===== config.mk =====
export PLATFORM = sky130hd
export DESIGN_NAME = pulse_acc
export DESIGN_NICKNAME = d
export VERILOG_FILES = /design/src/rtl/pulse_acc.sv
export SDC_FILE = /design/constraint.sdc
export NUM_CORES = 1
export LEC_CHECK = 0
export BUFFER_PORTS_ARGS = -buffer_cell sky130_fd_sc_hd__buf_2
export CORE_UTILIZATION = 30
export CTS_CLUSTER_DIAMETER = 150
export CTS_CLUSTER_SIZE = 8
export DETAILED_ROUTE_END_ITERATION = 16
export HOLD_SLACK_MARGIN = 0.08
export PLACE_DENSITY = 0.64
export SYNTH_ARGS = -nofsm -noshare
export SYNTH_HDL_FRONTEND = slang
export SYNTH_SLANG_ARGS = --single-unit

===== constraint.sdc =====
create_clock -name clk -period 1.84 [get_ports clk]
set_clock_uncertainty 0.15 [all_clocks]
set_input_delay 0.184 -clock clk [delete_from_list [all_inputs] [get_ports clk]]
set_output_delay 0.184 -clock clk [all_outputs]
set_load 0.03 [all_outputs]

===== src/rtl/pulse_acc.sv =====
module pulse_acc #(
  parameter int CW       = 16,
  parameter int GATE_DIV = 64,
  parameter int TAP_BITS = 8
) (
  input  logic          clk,
  input  logic          rst_n,
  input  logic          pin_i,
  input  logic          presc_tick_i,
  input  logic          wr_en_i,
  input  logic [1:0]    wr_sel_i,
  input  logic [CW-1:0] wr_data_i,
  output logic [7:0]    ctrl_o,
  output logic [1:0]    flags_o,
  output logic [CW-1:0] count_o,
  output logic          irq_o,
  output logic          tmr_tick_o
);
  localparam int DW = $clog2(GATE_DIV);

  logic          en_q;
  logic [1:0]    mode_q, csel_q, ie_q, flg_q;
  logic [CW-1:0] cnt_q;
  logic [2:0]    sync_q;
  logic [DW-1:0] div_q;

  logic rise, fall, edge_sel, lvl_on, div_tick, cnt_tick, in_evt, wrap, tap;
  logic wr_ctrl, wr_flg, wr_cnt;

  assign wr_ctrl = wr_en_i && wr_sel_i == 2'd0;
  assign wr_flg  = wr_en_i && wr_sel_i == 2'd1;
  assign wr_cnt  = wr_en_i && wr_sel_i == 2'd2;

  assign rise     = sync_q[1] & ~sync_q[2];
  assign fall     = ~sync_q[1] & sync_q[2];
  assign edge_sel = mode_q[0] ? rise : fall;
  assign lvl_on   = mode_q[0] ? ~sync_q[1] : sync_q[1];
  assign div_tick = div_q == DW'(GATE_DIV - 1);

  assign cnt_tick = en_q & (mode_q[1] ? (div_tick & lvl_on) : edge_sel);
  assign in_evt   = en_q & edge_sel;
  assign wrap     = cnt_tick & (&cnt_q);
  assign tap      = cnt_tick & (&cnt_q[TAP_BITS-1:0]);

  always_ff @(posedge clk or negedge rst_n)
    if (!rst_n) sync_q <= '0;
    else        sync_q <= {sync_q[1:0], pin_i};

  always_ff @(posedge clk or negedge rst_n)
    if (!rst_n)                div_q <= '0;
    else if (!en_q || div_tick) div_q <= '0;
    else                        div_q <= div_q + 1'b1;

  always_ff @(posedge clk or negedge rst_n)
    if (!rst_n) begin
      en_q <= 1'b0; mode_q <= '0; csel_q <= '0; ie_q <= '0;
    end else if (wr_ctrl) begin
      en_q   <= wr_data_i[6];
      mode_q <= wr_data_i[5:4];
      csel_q <= wr_data_i[3:2];
      ie_q   <= wr_data_i[1:0];
    end

  always_ff @(posedge clk or negedge rst_n)
    if (!rst_n) flg_q <= '0;
    else        flg_q <= (flg_q & ~(wr_flg ? wr_data_i[1:0] : 2'b00)) | {wrap, in_evt};

  always_ff @(posedge clk or negedge rst_n)
    if (!rst_n)        cnt_q <= '0;
    else if (wr_cnt)   cnt_q <= wr_data_i;
    else if (cnt_tick) cnt_q <= cnt_q + 1'b1;

  always_comb
    case (csel_q)
      2'b00:   tmr_tick_o = presc_tick_i;
      2'b01:   tmr_tick_o = cnt_tick;
      2'b10:   tmr_tick_o = tap;
      default: tmr_tick_o = wrap;
    endcase

  assign ctrl_o  = {1'b0, en_q, mode_q, csel_q, ie_q};
  assign flags_o = flg_q;
  assign count_o = cnt_q;
  assign irq_o   = |(flg_q & ie_q);
endmodule



==> out/results.tsv <==
metric	value	unit
top post-synthesis cells by area	dfrtp_1, xor2_1, a21oi_1	
routed length per placed instance	13.20	um
most frequent cell after synthesis	dfrtp_1	
DRT Pass-1 Iters	4	
EDFF count, synth	0	
asr flop ratio synth	1.000	
Final ANT Viol Nets	0	
Setup violations, final	15	
Pint	0.001785	W
f_max	447.3	MHz
Detailed Place HPWL	3324	um
Slew Viols, Final	0	
latest clock arrival within the worst-skew pair	290	ps
area delta synth->final	49.14	%
synth cell count leaders	dfrtp_1, nor2_1, a21oi_1	
Max Buffers Root-to-Sink	2	
period utilization	1.215	
failing checks	negative setup slack	
Non-Filler Instances	337	
Switch Pwr	0.001120	W
ratio of cells with drive above 1 in the final layout	0.3962	
Cell Area, Synth	0.001737	mm2
Synth Net Count	193	
R2R setup slack	-110	ps
Nets	289	
Warnings, synthesis	0	
Yosys cell types	35	
core outline area	0.005540	mm2
Setup CP Type	reg2out	
number of remaining DRC errors	0	
status	complete, but fails checks	
Critical Path Start Type	flop	
Avg Cell Area, Syn	10.34	um2
1st-iter DRT viols	40	
Sw Ratio	0.3855	
Clk network pwr share	0.240	
Mapped Cells	168	
CTS Sinks	34	
largest fanout on the critical path	3	
global-route wire length before repair	7541	um
Seq/Total Area, Yosys	0.4899	
Logic pwr share	0.405	
Synth top area share	0.4899	
Worst Hold Class	in2reg	
number of antenna diodes	0	
root buffer cell	clkbuf_8	
Final Hold Fails	0	
Worst setup EP type	output pin	
vias	1592	
RSZ-0062 raised after global routing	true	
Boundary Pins	51	
Final GP Congestion	0.7605	
depth of the CTS H-tree	2	
Power Dens Cells	1121	mW/mm2
Critical Path RT	1510	ps
Die Wd	78.09	um
fin util	0.4675	
flip-flop and latch count after synthesis	34	
total power	0.002904	W
all-layer global routing usage	0.1591	
crit path time final	2236	ps
CP arrival	1900	ps
number of port buffers	49	
max cap viols	0	
DIE AREA	0.006097	mm2
largest net degree at the start of global routing	33	
vias per cell	4.724	
clk slew on worst S/H paths	80	ps
Max IR drop VDD	538.3	uV
die height	78.09	um
vias in the first global route	1631	
Site Rows	27	
final wirelength	4450	um
CTS Buf Count	5	
Final WS setup	-395.6	ps
placed cell count	308	
Seq pwr share	0.355	
Setup TNS	-1241	ps
Pleak	1.154	nW
CTS tree	built	
Starting Density	0.3135	
ys flop type	dfrtp_1	
Congestion Overflow GR	0	
initial antenna violation count	0	
post-synth top area cell	dfrtp_1	
[per-layer routing]
layer	share of wire	wire, um	GRT usage	vias to the layer above
li1	-	-	-	789
met1	0.45	2000	0.1999	760
met2	0.50	2204	0.2684	37
met3	0.040	179	0.03488	6
met4	0.015	65	0.05556	0
met5	0	0	0	-
[per-stage QoR]
stage                     cell area [um2]  hold slack, ps  worst slack [ps]
after global placement               2252           2.328            -64.35
after detailed placement             2252           1.625            -105.8
after global routing                 2590           94.44            -508.0
after floorplan                      1763          -261.6            -119.6
after CTS                            2560           84.11            -435.7
final                                2590           87.56            -395.6
[power groups by stage]
stage / Sequential (W) / Clock [W] / Combinational (W)
final: 0.00103 / 0.000697 / 0.00118
after global routing: 0.00106 / 0.000747 / 0.00127
after CTS: 0.00103 / 0.000713 / 0.00117
after detailed placement: 0.00105 / 0 / 0.00113
after global placement: 0.00104 / 0 / 0.00112
after floorplan: 0.00131 / 0 / 0.000410
[worst paths after layout]
kind,to,start,depth (start not counted)
worst min register to register,sync_q[1],sync_q[0],0
worst min-delay path,flags_o[1],wr_en_i,4
min in group asynchronous,mode_q[1],rst_n,2
max in group asynchronous,count_o[9],rst_n,3
worst max register to register,count_o[9],mode_q[0],7
worst max-delay path,tmr_tick_o,div_q[0],8
[layout by cell type (no fill, tap or decap), drive strengths merged, types with 2 or more instances in the layout]
master       instances
o21ai                7
a22o                 2
nand3                7
nand3b               2
xnor2                3
inv                  2
clkbuf               5
dlygate4sd3         18
clkinvlp             2
mux2                 7
nor4                 2
o2111ai              6
and3                 3
a21oi               19
buf                 79
dfrtp               34
ha                   2
nand2                6
nor2                23
xor2                16
and2                 3
nand4b               2
o211ai               4
[what timing repair did]
item | CTS | global route
resized for setup | 2 | 4
pin swaps | 7 | 9
hold buffers | 18 | 0
buffers inserted | 1 | 2
setup endpoints to repair | 14 | 17
hold endpoints to repair | 46 | 0
cloned | 0 | 0
[area by class of cell]
type / instances / area [um2]
Tap cell: 72 / 90.09
Clock inverter: 3 / 45.04
Timing Repair Buffer: 97 / 671.9
Fill cell: 562 / 2950
Clock buffer: 5 / 68.82
Inverter: 2 / 7.507
Multi-Input combinational cell: 124 / 853.3
Sequential cell: 34 / 853.3
[state kept, by name (all words and copies together), names as in the netlist]
signal and cells:
count_o 16, flags_o 2, en_q 1, csel_q 2, mode_q 2, ie_q 2, div_q 6, sync_q 3
[critical path: stages (launching register included)]
cell	delay (ps)
dfrtp_1	370
ha_2	190
nand3_2	100
nor4_4	300
buf_4	190
nor2_4	40
a211oi_2	180
a21o_2	130
buf_6	120
[cell families after synthesis]
logic type / count (synthesis) / synth area share
and+or+nand+nor: 54 / 0.1664
AOI/OAI and AO/OA: 40 / 0.1477
DFF: 34 / 0.4899
xor gates and xnor gates: 19 / 0.09582
buffers and inverters: 10 / 0.03242
muxes: 8 / 0.05116
adders and majority gates: 2 / 0.01441
other: 1 / 0.002159
Power figures use the tool's default switching activity.
